[src/rtl/icc_pkg.sv]
// Package: shared decode type for the claim/complete register file.
// Assumes: nothing beyond the bus and state definitions in the top module.
package icc_pkg;
    typedef enum logic [2:0] {
        RK_NONE,
        RK_PRIO,
        RK_PEND,
        RK_EN,
        RK_THR,
        RK_CLAIM
    } reg_kind_e;
endpackage

[src/rtl/icc_select.sv]
// Module: icc_select
// Picks, for one context, the eligible source of highest priority above the
// threshold; on equal priority the lowest ID wins. Purely combinational.
// Assumes: elig_i already combines pending, enable and not-claimed; entry 0
// is the "no interrupt" ID and is never reported.
module icc_select #(
    parameter int NSRC   = 8,
    parameter int PRIO_W = 3,
    localparam int ID_W  = $clog2(NSRC)
) (
    input  logic [NSRC-1:0][PRIO_W-1:0] prio_i,
    input  logic [NSRC-1:0]             elig_i,
    input  logic [PRIO_W-1:0]           thr_i,
    output logic [ID_W-1:0]             id_o,
    output logic                        hit_o
);
    logic [PRIO_W-1:0] best_p;

    // Ascending scan with strict compare keeps the lowest ID on a tie.
    always_comb begin
        best_p = thr_i;
        id_o   = '0;
        hit_o  = 1'b0;
        for (int i = 1; i < NSRC; i++) begin
            if (elig_i[i] && (prio_i[i] > best_p)) begin
                best_p = prio_i[i];
                id_o   = ID_W'(i);
                hit_o  = 1'b1;
            end
        end
    end
endmodule

[src/rtl/icc_srcstate.sv]
// Module: icc_srcstate
// Holds the pending and claimed bit of every source and the last sampled
// source level. Pending follows level changes of the source line; a claim
// clear overrides a change in the same cycle.
// Assumes: at most one clear/set strobe per bit per cycle comes from the bus.
module icc_srcstate #(
    parameter int NSRC = 8
) (
    input  logic            clk,
    input  logic            rst_n,
    input  logic [NSRC-1:1] src_i,
    input  logic [NSRC-1:1] clr_pend_i,
    input  logic [NSRC-1:1] set_clm_i,
    input  logic [NSRC-1:1] clr_clm_i,
    output logic [NSRC-1:0] pend_o,
    output logic [NSRC-1:0] clm_o
);
    logic [NSRC-1:1] src_q;
    logic [NSRC-1:1] pend_q;
    logic [NSRC-1:1] clm_q;

    // Per-source state update: level-change sampling, claim and completion.
    always_ff @(posedge clk) begin
        if (!rst_n) begin
            src_q  <= '0;
            pend_q <= '0;
            clm_q  <= '0;
        end else begin
            src_q <= src_i;
            for (int i = 1; i < NSRC; i++) begin
                if (clr_pend_i[i])
                    pend_q[i] <= 1'b0;
                else if (src_i[i] != src_q[i])
                    pend_q[i] <= src_i[i];
                if (set_clm_i[i])
                    clm_q[i] <= 1'b1;
                else if (clr_clm_i[i])
                    clm_q[i] <= 1'b0;
            end
        end
    end

    assign pend_o = {pend_q, 1'b0};
    assign clm_o  = {clm_q, 1'b0};

    for (genvar g = 1; g < NSRC; g++) begin : g_chk
        AST_CLAIM_CLEARS_PEND: assert property (@(posedge clk) disable iff (!rst_n)
            clr_pend_i[g] |=> !pend_q[g] && clm_q[g]);
        AST_COMPLETE_CLEARS: assert property (@(posedge clk) disable iff (!rst_n)
            (clr_clm_i[g] && !set_clm_i[g]) |=> !clm_q[g]);
        AST_RISE_PENDS: assert property (@(posedge clk) disable iff (!rst_n)
            (src_i[g] && !src_q[g] && !clr_pend_i[g]) |=> pend_q[g]);
    end
endmodule

[src/rtl/irq_claim_regs.sv]
// Module: irq_claim_regs (top)
// Register file of an interrupt controller: source priorities, pending and
// claimed vectors, per-context enables and thresholds, claim-on-read and
// complete-on-write. Drives one notify line per context.
// Assumes: EN_STRIDE and CTX_STRIDE are powers of two, the regions do not
// overlap, and the bus master accepts read data one cycle after the read.
module irq_claim_regs #(
    parameter int          NSRC       = 8,
    parameter int          NCTX       = 2,
    parameter int          NUM_PRIO   = 7,
    parameter int          ADDR_W     = 16,
    parameter logic [31:0] PRIO_BASE  = 32'h0000,
    parameter logic [31:0] PEND_BASE  = 32'h1000,
    parameter logic [31:0] EN_BASE    = 32'h2000,
    parameter int          EN_STRIDE  = 32'h80,
    parameter logic [31:0] CTX_BASE   = 32'h4000,
    parameter int          CTX_STRIDE = 32'h100
) (
    input  logic              clk,
    input  logic              rst_n,
    input  logic              bus_valid_i,
    output logic              bus_ready_o,
    input  logic              bus_write_i,
    input  logic [ADDR_W-1:0] bus_addr_i,
    input  logic [31:0]       bus_wdata_i,
    output logic              rsp_valid_o,
    output logic [31:0]       rsp_rdata_o,
    input  logic [NSRC-1:1]   src_i,
    output logic [NCTX-1:0]   notify_o
);
    import icc_pkg::*;

    localparam int PRIO_W = $clog2(NUM_PRIO + 1);
    localparam int ID_W   = $clog2(NSRC);
    localparam int NWORDS = (NSRC + 31) / 32;
    localparam int EN_SH  = $clog2(EN_STRIDE);
    localparam int CTX_SH = $clog2(CTX_STRIDE);

    // State
    logic [NSRC-1:1][PRIO_W-1:0] prio_q;
    logic [NCTX-1:0][NSRC-1:0]   en_q;
    logic [NCTX-1:0][PRIO_W-1:0] thr_q;
    logic                        rsp_valid_q;
    logic [31:0]                 rsp_data_q;

    // Derived views
    logic [NSRC-1:0][PRIO_W-1:0]       prio_all;
    logic [NSRC-1:0]                   pend_all, clm_all;
    logic [NWORDS-1:0][31:0]           pend_w;
    logic [NCTX-1:0][NWORDS-1:0][31:0] en_w;
    logic [NCTX-1:0][ID_W-1:0]         win_id;
    logic [NCTX-1:0]                   win_hit;

    // Decode
    reg_kind_e   reg_kind;
    int unsigned sel_src, sel_ctx, sel_word;
    logic [31:0] a32, off;
    logic        acc_rd, acc_wr;
    logic [31:0] rd_data;
    logic [ID_W-1:0] claim_id;
    logic        claim_fire;
    logic [NSRC-1:1] clr_pend, set_clm, clr_clm;

    assign bus_ready_o = 1'b1;
    assign acc_rd      = bus_valid_i && !bus_write_i;
    assign acc_wr      = bus_valid_i && bus_write_i;

    // Address decode into register kind, context, source and word.
    always_comb begin
        reg_kind = RK_NONE;
        sel_src  = 0;
        sel_ctx  = 0;
        sel_word = 0;
        off      = '0;
        a32      = 32'(bus_addr_i);
        if (a32[1:0] == 2'b00) begin
            if (a32 >= PRIO_BASE && a32 < PRIO_BASE + 32'(4 * (NSRC - 1))) begin
                off      = a32 - PRIO_BASE;
                reg_kind = RK_PRIO;
                sel_src  = (off >> 2) + 1;
            end else if (a32 >= PEND_BASE && a32 < PEND_BASE + 32'(4 * NWORDS)) begin
                off      = a32 - PEND_BASE;
                reg_kind = RK_PEND;
                sel_word = off >> 2;
            end else if (a32 >= EN_BASE && a32 < EN_BASE + 32'(NCTX * EN_STRIDE)) begin
                off      = a32 - EN_BASE;
                sel_ctx  = off >> EN_SH;
                sel_word = (off & 32'(EN_STRIDE - 1)) >> 2;
                if (sel_word < NWORDS) reg_kind = RK_EN;
            end else if (a32 >= CTX_BASE && a32 < CTX_BASE + 32'(NCTX * CTX_STRIDE)) begin
                off     = a32 - CTX_BASE;
                sel_ctx = off >> CTX_SH;
                if ((off & 32'(CTX_STRIDE - 1)) == 32'd0)      reg_kind = RK_THR;
                else if ((off & 32'(CTX_STRIDE - 1)) == 32'd4) reg_kind = RK_CLAIM;
            end
        end
    end

    // Padded word views of priorities, pending and enable vectors.
    always_comb begin
        prio_all[0] = '0;
        for (int i = 1; i < NSRC; i++) prio_all[i] = prio_q[i];
        pend_w = (NWORDS * 32)'(pend_all);
        for (int c = 0; c < NCTX; c++) en_w[c] = (NWORDS * 32)'(en_q[c]);
    end

    // One selector per context.
    for (genvar c = 0; c < NCTX; c++) begin : g_ctx
        icc_select #(.NSRC(NSRC), .PRIO_W(PRIO_W)) u_sel (
            .prio_i (prio_all),
            .elig_i (pend_all & ~clm_all & en_q[c]),
            .thr_i  (thr_q[c]),
            .id_o   (win_id[c]),
            .hit_o  (win_hit[c])
        );
        assign notify_o[c] = win_hit[c];

        AST_NOTIFY_ABOVE_THR: assert property (@(posedge clk) disable iff (!rst_n)
            notify_o[c] |-> (prio_all[win_id[c]] > thr_q[c]) && en_q[c][win_id[c]]);
    end

    // Read data mux and claim winner of the addressed context.
    always_comb begin
        rd_data  = '0;
        claim_id = '0;
        for (int c = 0; c < NCTX; c++)
            if (sel_ctx == c) claim_id = win_id[c];
        case (reg_kind)
            RK_PRIO:  for (int i = 1; i < NSRC; i++)
                          if (sel_src == i) rd_data = 32'(prio_q[i]);
            RK_PEND:  for (int w = 0; w < NWORDS; w++)
                          if (sel_word == w) rd_data = pend_w[w];
            RK_EN:    for (int c = 0; c < NCTX; c++)
                          for (int w = 0; w < NWORDS; w++)
                              if (sel_ctx == c && sel_word == w) rd_data = en_w[c][w];
            RK_THR:   for (int c = 0; c < NCTX; c++)
                          if (sel_ctx == c) rd_data = 32'(thr_q[c]);
            RK_CLAIM: rd_data = 32'(claim_id);
            default:  rd_data = '0;
        endcase
    end

    assign claim_fire = acc_rd && (reg_kind == RK_CLAIM) && (claim_id != '0);

    // One-hot strobes for claim (pending clear, claimed set) and completion.
    always_comb begin
        for (int i = 1; i < NSRC; i++) begin
            clr_pend[i] = claim_fire && (claim_id == ID_W'(i));
            set_clm[i]  = clr_pend[i];
            clr_clm[i]  = acc_wr && (reg_kind == RK_CLAIM) && (bus_wdata_i == 32'(i));
        end
    end

    icc_srcstate #(.NSRC(NSRC)) u_src (
        .clk        (clk),
        .rst_n      (rst_n),
        .src_i      (src_i),
        .clr_pend_i (clr_pend),
        .set_clm_i  (set_clm),
        .clr_clm_i  (clr_clm),
        .pend_o     (pend_all),
        .clm_o      (clm_all)
    );

    // Writable configuration: priorities, enables, thresholds.
    always_ff @(posedge clk) begin
        if (!rst_n) begin
            prio_q <= '0;
            en_q   <= '0;
            thr_q  <= '0;
        end else if (acc_wr) begin
            for (int i = 1; i < NSRC; i++)
                if (reg_kind == RK_PRIO && sel_src == i) prio_q[i] <= bus_wdata_i[PRIO_W-1:0];
            for (int c = 0; c < NCTX; c++) begin
                for (int i = 0; i < NSRC; i++)
                    if (reg_kind == RK_EN && sel_ctx == c && sel_word == i / 32)
                        en_q[c][i] <= bus_wdata_i[i % 32];
                if (reg_kind == RK_THR && sel_ctx == c && bus_wdata_i <= 32'(NUM_PRIO))
                    thr_q[c] <= bus_wdata_i[PRIO_W-1:0];
            end
        end
    end

    // Read response register: valid and data one cycle after the read.
    always_ff @(posedge clk) begin
        if (!rst_n) begin
            rsp_valid_q <= 1'b0;
            rsp_data_q  <= '0;
        end else begin
            rsp_valid_q <= acc_rd;
            if (acc_rd) rsp_data_q <= rd_data;
        end
    end

    assign rsp_valid_o = rsp_valid_q;
    assign rsp_rdata_o = rsp_data_q;

    AST_RSP_AFTER_READ: assert property (@(posedge clk) disable iff (!rst_n)
        acc_rd |=> rsp_valid_o);
    AST_NO_SPURIOUS_RSP: assert property (@(posedge clk) disable iff (!rst_n)
        !acc_rd |=> !rsp_valid_o);
    AST_MISALIGN_ZERO: assert property (@(posedge clk) disable iff (!rst_n)
        (acc_rd && bus_addr_i[1:0] != 2'b00) |=> rsp_rdata_o == 32'd0);
    AST_CLAIM_EFFECT: assert property (@(posedge clk) disable iff (!rst_n)
        claim_fire |=> clm_all[$past(claim_id)] && !pend_all[$past(claim_id)]);
    AST_THR_DROP: assert property (@(posedge clk) disable iff (!rst_n)
        (acc_wr && reg_kind == RK_THR && bus_wdata_i > 32'(NUM_PRIO)) |=> $stable(thr_q));
endmodule

[config.mk]
export PLATFORM = sky130hd
export DESIGN_NAME = irq_claim_regs
export DESIGN_NICKNAME = d
export VERILOG_FILES = /design/src/rtl/icc_pkg.sv /design/src/rtl/icc_select.sv /design/src/rtl/icc_srcstate.sv /design/src/rtl/irq_claim_regs.sv
export SDC_FILE = /design/constraint.sdc
export NUM_CORES = 1
export LEC_CHECK = 0
export BUFFER_PORTS_ARGS = -buffer_cell sky130_fd_sc_hd__buf_4
export CAP_MARGIN = 40
export CELL_PAD_IN_SITES_DETAIL_PLACEMENT = 0
export CELL_PAD_IN_SITES_GLOBAL_PLACEMENT = 1
export CORE_MARGIN = 1.5
export CORE_UTILIZATION = 43
export DETAILED_ROUTE_END_ITERATION = 8
export HOLD_SLACK_MARGIN = 0.06
export PLACE_DENSITY = 0.92
export SETUP_SLACK_MARGIN = 0.4
export SLEW_MARGIN = 20
export SYNTH_ARGS = -nofsm -noshare
export SYNTH_HDL_FRONTEND = slang
export SYNTH_SLANG_ARGS = --single-unit
export TNS_END_PERCENT = 20
[constraint.sdc]
create_clock -name clk -period 16.75 [get_ports clk]
set_clock_uncertainty 0.15 [all_clocks]
set_input_delay 3.35 -clock clk [delete_from_list [all_inputs] [get_ports clk]]
set_output_delay 3.35 -clock clk [all_outputs]
set_load 0.01 [all_outputs]
* After elaboration in Yosys (flattened, before gate mapping)
Cells that the tools add are included.
** Storage, ports and cells
- Bits in registers :: 97
- Bits of input ports :: 59
- Word-level logic and storage cells :: 267
** Cells by class
- $add $sub $neg :: 4
- Magnitude comparators :: 23
- Equal/unequal tests :: 35
- Muxes and demuxes :: 88
- Bitwise operators :: 5
- Reduce and logical (&&, ||, !) cells :: 84
** Operators by type and width (number)
- $mux 32 :: 12
- $eq 32x3->1 const B :: 8
- $pmux 32 s5 :: 1
- $eq 32x2->1 const B :: 4
- $eq 32x1->1 const B :: 3
- $logic_not 32->1 :: 3
- $mux 3 :: 31
- $mux 30 :: 2
- $logic_and 1x1->1 :: 53
- $mux 25 :: 2
- $gt 3x3->1 :: 14
- $le 32x3->1 const B :: 1
- $mux 1 :: 30
- $and 8x8->8 :: 3
- $mux 24 :: 1
- $reduce_and 2->1 :: 11
- $eq 3x3->1 const B :: 6
- $sub 16x13->17 const B :: 1
- $sub 16x14->17 const B :: 1
- $sub 16x15->17 const B :: 1
- $ge 16x13->1 const B :: 1
- $ge 16x14->1 const B :: 1
- $ge 16x15->1 const B :: 1
- $lt 16x13->1 const B :: 1
- 20 further kinds :: 47

* Depth between registers and ports, before layout
Gate-level depths: netlist of run 1.
- Depth in word-level cells :: 29
- Gate-level depth with buffers :: 55
- Gate-level depth less buffers :: 54

* Cells and area by module
Synthesis of run 1 repeated with hierarchy kept, for this count alone.
** Second synthesis, totals
- Cells, all modules :: 843
- Area, all modules :: 6628.9 um^2
** Modules (own cells, without submodules)
- irq_claim_regs :: times used 1, cells an instance 515, area an instance 4129.0 um^2, seq. area each 1041.0 um^2
- icc_select :: times used 2, cells an instance 130, area an instance 872.1 um^2, seq. area each 0.0 um^2
- icc_srcstate :: times used 1, cells an instance 68, area an instance 755.7 um^2, seq. area each 420.4 um^2

* Least setup slack after synthesis of run 1
No wires, ideal clock.
- Path type :: reg-to-output
- Start :: reg thr_q[1] (netlist bit)
- End :: out notify_o[0]
- Arrival time :: 9.391 ns
- Required time :: 13.250 ns
- Setup slack :: 3.859 ns
- Stages on the path, launching flop included :: 43
- Path buffers :: 1
- Cell sequence :: dfxtp_1 inv_1 ha_1 and3_1 a211o_1 o21ai_0 ha_1 o32ai_1 o21ai_0 a21oi_1 a21oi_1 ha_1 nor2_1 maj3_1 maj3_1 a22o_1 mux2_2 ha_1 [7 not listed] and2_1 maj3_1 a21oi_1 o21ai_0 a31oi_1 mux2i_1 ha_1 a21o_1 a21oi_1 a311oi_1 mux2_2 ha_1 nor2b_1 o21a_1 o2111ai_1 nor2b_1 nand4b_1 buf_4
** On the way
- Cells in the longest elaborated chain, start to end :: 21
** RTL lines
- start, declared :: line irq_claim_regs.sv:42 : logic [NCTX-1:0][PRIO_W-1:0] thr_q;
- start signal, assigned by index :: line irq_claim_regs.sv:179 : thr_q[c] <= bus_wdata_i[PRIO_W-1:0];
- $gt 3x3->1 :: line icc_select.sv:25 : if (elig_i[i] && (prio_i[i] > best_p)) begin
- $logic_and 1x1->1 :: line icc_select.sv:25
- $mux 3 :: line icc_select.sv:25
- $gt 3x3->1 :: line icc_select.sv:25
- $logic_and 1x1->1 :: line icc_select.sv:25
- $mux 3 :: line icc_select.sv:25
- $gt 3x3->1 :: line icc_select.sv:25
- $logic_and 1x1->1 :: line icc_select.sv:25
- [5 not listed]
- $logic_and 1x1->1 :: line icc_select.sv:25
- $mux 3 :: line icc_select.sv:25
- $gt 3x3->1 :: line icc_select.sv:25
- $logic_and 1x1->1 :: line icc_select.sv:25
- $mux 3 :: line icc_select.sv:25
- $gt 3x3->1 :: line icc_select.sv:25
- $logic_and 1x1->1 :: line icc_select.sv:25
- $mux 1 (*) :: line icc_select.sv:25
- end, declared :: line irq_claim_regs.sv:29 : output logic [NCTX-1:0] notify_o
Mark *: on every way between the ends. The rest lies on a longest branch, timed or not.

* Worst setup path in the final report of run 1
- Start :: reg prio_q, in the netlist prio_all[4]
- End :: out notify_o[0]
** On the way
- Cells in the longest elaborated chain, start to end :: 21
** RTL lines
- start, declared :: line irq_claim_regs.sv:40 : logic [NSRC-1:1][PRIO_W-1:0] prio_q;
- start signal, assigned by index :: line irq_claim_regs.sv:173 : if (reg_kind == RK_PRIO && sel_src == i) prio_q[i] <= bus_wdata_i[PRIO_W-1:0];
- $gt 3x3->1 :: line icc_select.sv:25
- $logic_and 1x1->1 :: line icc_select.sv:25
- $mux 3 :: line icc_select.sv:25
- $gt 3x3->1 :: line icc_select.sv:25
- $logic_and 1x1->1 :: line icc_select.sv:25
- $mux 3 :: line icc_select.sv:25
- $gt 3x3->1 :: line icc_select.sv:25
- $logic_and 1x1->1 :: line icc_select.sv:25
- [5 not listed]
- $logic_and 1x1->1 :: line icc_select.sv:25
- $mux 3 :: line icc_select.sv:25
- $gt 3x3->1 :: line icc_select.sv:25
- $logic_and 1x1->1 :: line icc_select.sv:25
- $mux 3 :: line icc_select.sv:25
- $gt 3x3->1 :: line icc_select.sv:25
- $logic_and 1x1->1 :: line icc_select.sv:25
- $mux 1 (*) :: line icc_select.sv:25
Marked as above.

==> results.md, run 1 <==
- Final routed wirelength across all metal layers: 17.3 mm
- Setup violations, final: 0
- MaxCap Viol Count: 0
- Kind of launch point of the worst setup path: register
- Initial core utilization: 43.8%
- Depth of the worst hold-timing path: 2
- Worst supply voltage drop on vdd: around 53 uV
- Fraction of the yosys area taken by sequential cells: between 20% and 30%
- RSZ-0062 raised after global routing: no
- Most common library cells after synthesis: sky130_fd_sc_hd__nor2_1, sky130_fd_sc_hd__dfxtp_1, sky130_fd_sc_hd__nand2_1, sky130_fd_sc_hd__inv_1, sky130_fd_sc_hd__ha_1
- LEAKAGE: 2.84 nW
- Worst hold path class: register to register
- Number of nets in the layout: 950
- Area of the mapped netlist: 6030 um^2
- Ant. Diodes: 0
- Cell area after placement: between 6000 and 7000 um^2
- Hold-fix buffer count after cts: 0
- First DRT Iteration DRCs: roughly 560
- Beginning of the worst register-to-register path: prio_all[4]
- Cell seen most often among critical-path stages: sky130_fd_sc_hd__ha_1
- Post-synthesis to final-layout area growth: 15.1%
- First-pass GRT wire length: between 20 and 30 mm
- Placer's final routability congestion estimate: 0.925
- Share of cells above drive strength 1: a little over an eighth
- Pin count of the biggest net entering global routing: 58
- Top cells by area in the synthesized netlist: sky130_fd_sc_hd__dfxtp_1, sky130_fd_sc_hd__ha_1, sky130_fd_sc_hd__mux2i_1, sky130_fd_sc_hd__nor2_1, sky130_fd_sc_hd__nand2_1
- Clock latency at the later pin of the worst-skew pair: about 340 ps
- Cell at the root of the clock tree: sky130_fd_sc_hd__clkbuf_16
- CTS max path bufs: 2
- Final worst setup slack: about 2200 ps
- Warning count from the yosys run: 0
- Final setup TNS: 0 ps
- Critical Path AT: roughly 11000 ps
- Start point of the worst min-delay path: u_src.clm_q[7]
- Buffers on Ports: between 60 and 70
- CTS Sinks: 73
- Number of remaining DRC errors: 0
- Post-Syn Area per Cell: ~7.7 um^2
- Final design instance area without fill: around 7000 um^2
- Dpl hpwl: roughly 13 mm
- Reg2reg path depth: between 40 and 50
- Synthesized flop and latch total: 73
- Least-Margin Pin Slew: 810 ps
- Antenna-violating nets left: 0
- GR Overflow Total: 0
- Die Height: 121 um
- Filler cells: 1384
- H-tree level count: 3
- Share of async-settable or async-resettable flops after synthesis: 0%
- Post-Place Worst Slack: between 2000 and 3000 ps
- R2R Setup Slk: about 4400 ps
- Length of the first detailed-routing pass in iterations: 6
- Clock period minus final worst setup slack: 14580 ps
- Row count: 43
- CTS resizes: 0
- Fmax achieved: between 60 and 70 MHz
- TritonCTS Buffers: 9
- Drt via density: 5.76
- Most instantiated library cell after synthesis: sky130_fd_sc_hd__nor2_1
- Worst Hold End: u_src.clm_q[7]
- Worst path required time: 13250 ps
- Number of pins exceeding their max-slew limit in the final report: 0
- Cell with the largest stage delay on the worst path: sky130_fd_sc_hd__a31oi_1
- Routed wire per std cell: between 15 and 20 um
- Full die area: ~15000 um^2
- Floorplan Core Area: 13800 um^2
- Start-to-end type of the worst setup path: register to primary output
- Reg-to-reg endpoint: u_src.pend_q[1]
- Outcome: finished clean
- Period Utilization, post-route: 87.0%
- Post-CTS setup buffer count: 0
- Top-level port count: 95
- Clock tree from TritonCTS: done
- Fraction of synthesized cell area taken by the top area cell type: 24.2%
- Horizontal extent of the die: 121 um
- Count of flip-flops with a built-in enable after synthesis: 0
- Netlist cell types: 70
- Hold violation total from the final report: 0
- Prevailing post-synth register cell: sky130_fd_sc_hd__dfxtp_1
- Clk pin slew, worst setup/hold paths: ~60 ps
- Total number of vias: 5920
- Critical path fanouts, max: 9
- Worst max-slew margin expressed relative to the limit: 45.9%
- Cell type with the highest aggregate area in the netlist: sky130_fd_sc_hd__dfxtp_1
- Crit path largest cell delay: ~530 ps
- Power per standard cell area: roughly 62 nW/um^2
- Number of global-route vias before repair: 5379
- Kind of end point of the critical path: primary output
- Antenna violations before repair: 0
- Global routing usage summed across all routing layers: a little under a quarter
- Post-synthesis instance total: 782
==> cells in the final DEF (no fill, tap or decap), drive strengths merged, types with 10 or more instances in the layout <==
| cell | count |
|---|---|
| a22oi | 15 |
| clkbuf | 11 |
| nor4 | 11 |
| mux2i | 47 |
| nor2b | 10 |
| inv | 55 |
| a211oi | 13 |
| nor2 | 93 |
| nand3 | 25 |
| buf | 77 |
| nand2 | 68 |
| ha | 48 |
| dfxtp | 73 |
| nor3 | 19 |
| and2 | 13 |
| and3 | 16 |
| maj3 | 11 |
| o21ai | 38 |
| conb | 25 |
| a21oi | 42 |
==> state kept, by name (all words and copies together), names as in the netlist <==
| register | flops |
|---|---|
| en_q | 16 |
| prio_all | 21 |
| rsp_rdata_o | 8 |
| rsp_valid_o | 1 |
| thr_q | 6 |
| u_src.clm_q | 7 |
| u_src.pend_q | 7 |
| u_src.src_q | 7 |
==> area by class of cell <==
| type | count | area [um^2] | share of cell area [%] |
|---|---|---|---|
| Clock buffer | 10 | 239 | 3.44 |
| Clock inverter | 5 | 80.1 | 1.15 |
| Inverter | 55 | 206 | 2.98 |
| Multi-Input combinational cell | 626 | 4150 | 59.8 |
| Sequential cell | 73 | 1460 | 21.1 |
| Tap cell | 180 | 225 | 3.25 |
| Timing Repair Buffer | 78 | 576 | 8.29 |
==> critical path: cells and delay by family (launching register included) <==
| family | cells | cell delay [ps] |
|---|---|---|
| adders and majority gates | 10 | 3120 |
| buffers and inverters | 3 | 450 |
| and+or+nand+nor | 9 | 1170 |
| AOI/OAI and AO/OA | 18 | 4400 |
| DFF | 1 | 520 |
| muxes | 3 | 1090 |
==> worst max path at each step <==
stage	depth (start not counted)	end	slack, ps	from
6_report	43	notify_o[0]	2170	prio_all[4]
2_1_floorplan	42	notify_o[0]	3860	thr_q[1]
3_5_place_dp	43	notify_o[0]	2690	prio_all[4]
4_1_cts	43	notify_o[0]	2280	prio_all[4]
3_3_place_gp	42	notify_o[0]	2350	prio_all[4]
5_1_grt	44	notify_o[0]	1480	prio_all[4]
==> logic make-up after synthesis <==
group	Yosys count	share of synthesized area, %
simple gates	301	24.5
compound gates	172	19.5
other cells	2	0.125
xor+xnor	13	2.01
mux	56	9.48
buf+inv	106	8.34
flops	73	24.2
fa+ha+maj	59	11.8
==> power by group <==
| part | internal, mW | switching, mW |
|---|---|---|
| clock | 0.133 | 0.0783 |
| sequential | 0.176 | 0.00151 |
| combinational | 0.0183 | 0.0256 |
==> layer usage <==
layer / track usage, % / wire (um) / vias to the layer above
li1: - / - / 2892
met1: 33.5 / 7790 / 2771
met2: 39.2 / 8110 / 233
met3: 2.30 / 1150 / 24
met4: 5.37 / 217 / 0
met5: 0 / 0 / -
==> metrics by stage <==
stage	power (mW)	util [%]	hold WS, ps	std cells
6_report	0.433	50.4	334	1027
5_1_grt	0.445	50.4	368	1027
4_1_cts	0.433	50.3	331	1026
3_5_place_dp	0.225	48.0	317	1011
3_3_place_gp	0.224	47.9	312	1007
2_1_floorplan	0.208	-	299	805
(Power assumes the default switching activity.)
==> inputs of run 2 (changes only) <==
--- a/config.mk
+++ b/config.mk
@@ -10,10 +10,10 @@
 export CELL_PAD_IN_SITES_DETAIL_PLACEMENT = 0
 export CELL_PAD_IN_SITES_GLOBAL_PLACEMENT = 1
 export CORE_MARGIN = 1.5
-export CORE_UTILIZATION = 43
+export CORE_UTILIZATION = 46
 export DETAILED_ROUTE_END_ITERATION = 8
 export HOLD_SLACK_MARGIN = 0.06
-export PLACE_DENSITY = 0.92
+export PLACE_DENSITY = 0.95
 export SETUP_SLACK_MARGIN = 0.4
 export SLEW_MARGIN = 20
 export SYNTH_ARGS = -nofsm -noshare
==> constraint.sdc (replaced) <==
create_clock -name clk -period 17.55 [get_ports clk]
set_clock_uncertainty 0.15 [all_clocks]
set_input_delay 3.51 -clock clk [delete_from_list [all_inputs] [get_ports clk]]
set_output_delay 3.51 -clock clk [all_outputs]
set_load 0.01 [all_outputs]
==> run 2 against run 1 <==
Critical path type unchanged. Largest power group unchanged. Worst hold slack lost 8.8 ps. Clock power barely moved. Die area shrank 6.4%.
==> results.md, run 2 (synthesized netlist as in run 1, its figures left out) <==
- Outcome: finished clean
- Pin count of the biggest net entering global routing: 32
- Final worst setup slack: ~2600 ps
- Clock tree from TritonCTS: done
- LEAKAGE: approximately 2.8 nW
- Worst supply voltage drop on vdd: about 61 uV
- Start-to-end type of the worst setup path: register to primary output
- Final cell count without fillers: slightly above 1000
- Kind of end point of the critical path: primary output
- Worst path required time: ~14000 ps
- Final routed wirelength across all metal layers: between 15 and 20 mm
- CTS Sinks: 73
- Post-synthesis to final-layout area growth: 15.2%
- Number of global-route vias before repair: 5482
- Die Height: between 100 and 150 um
- Antenna violations before repair: 0
- Post-CTS setup buffer count: 0
- Placer's final routability congestion estimate: a little over 0.9
- Worst max-slew margin expressed relative to the limit: approximately 43%
- Hold-fix buffer count after cts: 0
- Inst Count DP: between 1000 and 1500
- Number of pins exceeding their max-slew limit in the final report: 0
- Clk pin slew, worst setup/hold paths: approximately 70 ps
- Cell at the root of the clock tree: sky130_fd_sc_hd__clkbuf_16
- TritonCTS Buffers: 9
- Most common cell after layout, fill and taps aside: sky130_fd_sc_hd__nor2_1
- Global routing usage summed across all routing layers: 24.8%
- Filler cells: 1283
- Kind of launch point of the worst setup path: register
- Post-layout utilization of the core: 54.6%
- Dpl hpwl: around 13 mm
- Least-Margin Pin Slew: around 840 ps
- Buffers on Ports: 69
- Drt via density: ~5.8
- Antenna-violating nets left: 0
- Critical path's top delay family: compound AO/OA/AOI/OAI gates
- Clock period minus final worst setup slack: approximately 15000 ps
- GR Overflow Total: 0
- Fmax achieved: roughly 67 MHz
- Critical path fanouts, max: 9
- Total number of vias: 5887
- MaxCap Viol Count: 0
- Initial core utilization: between 40% and 50%
- Area taken by multi-input logic gates: 4150 um^2
- Number of nets in the layout: about 950
- Share of cells above drive strength 1: around an eighth
- Cell seen most often among critical-path stages: sky130_fd_sc_hd__ha_1
- Crit path largest cell delay: between 600 and 700 ps
- Number of remaining DRC errors: 0
- Setup violations, final: 0
- First-pass GRT wire length: 27.9 mm
- Number of flip-flops in the largest register: 21
- Number of buffers and inverters on the critical path: 1
- Power per standard cell area: roughly 61 nW/um^2
- Post-Place Worst Slack: 3110 ps
- Worst hold path class: register to register
- Period Utilization, post-route: between 80% and 90%
- Ant. Diodes: 0
- Routed wire per std cell: 17.0 um
- Total area of sequential cells: ~1500 um^2
- First DRT Iteration DRCs: about 550
- Clock latency at the later pin of the worst-skew pair: roughly 340 ps
- Commonest cells after routing, fill and taps aside: sky130_fd_sc_hd__nor2_1, sky130_fd_sc_hd__buf_4, sky130_fd_sc_hd__dfxtp_1, sky130_fd_sc_hd__nand2_1, sky130_fd_sc_hd__inv_1
- CTS max path bufs: 2
- Floorplan Core Area: around 13000 um^2
- Row count: 41
- CTS resizes: 0
- Length of the first detailed-routing pass in iterations: 6
- Hold violation total from the final report: 0
- Horizontal extent of the die: 117 um
- H-tree level count: 3
- Top-level port count: 95
- RSZ-0062 raised after global routing: no
- Cell with the largest stage delay on the worst path: sky130_fd_sc_hd__a311oi_1
- Critical Path AT: between 10000 and 15000 ps
- Full die area: around 14000 um^2
- Final setup TNS: 0 ps
[run 2: changes by cell type in the layout (fill, tap and decap cells not counted), sizes merged]
| cell | before | now |
|---|---|---|
| clkinv | 1 | 2 |
| inv | 55 | 57 |
| clkinvlp | 2 | 0 |
| clkbuf | 11 | 10 |
[run 2: routing by layer]
layer	track usage (%)	up-vias	part of all wire [%]
met5	0	-	0
met4	6.25	0	2.2
met3	4.65	28	7.8
met2	39.9	258	45
met1	34.2	2705	45
li1	-	2896	-
[run 2: metrics by stage]
step / hold slack [ps] / power, mW / cell area (um^2)
final: 325 / 0.421 / 6950
after global routing: 359 / 0.431 / 6950
after detailed placement: 318 / 0.214 / 6600
after global placement: 313 / 0.214 / 6590
after CTS: 325 / 0.422 / 6940
after floorplan: 299 / 0.199 / 6120
[run 2: cell type report]
class / instances / area share [%]
Clock inverter: 6 / 1.40
Timing Repair Buffer: 77 / 8.30
Sequential cell: 73 / 21.0
Inverter: 55 / 2.97
Multi-Input combinational cell: 626 / 59.8
Clock buffer: 10 / 3.44
Tap cell: 172 / 3.10
[run 2: worst min-delay path, stage by stage, from the launching register on]
cell	delay [ps]
sky130_fd_sc_hd__dfxtp_1	310
sky130_fd_sc_hd__o31ai_1	60
sky130_fd_sc_hd__a21oi_1	60
[run 2: power by group]
part           internal (mW)  switching (mW)  leakage, nW
combinational         0.0177          0.0248         2.09
clock                  0.130          0.0792        0.165
sequential             0.168         0.00143        0.592
[run 2: final timing paths]
path | start | endpoint | slack, ps | cells past startpoint
worst min register to register | u_src.clm_q[4] | u_src.clm_q[4] | 330 | 2
worst min-delay path | u_src.clm_q[4] | u_src.clm_q[4] | 330 | 2
worst max register to register | prio_all[4] | u_src.pend_q[1] | 4840 | 45
worst max-delay path | prio_all[4] | notify_o[0] | 2550 | 41
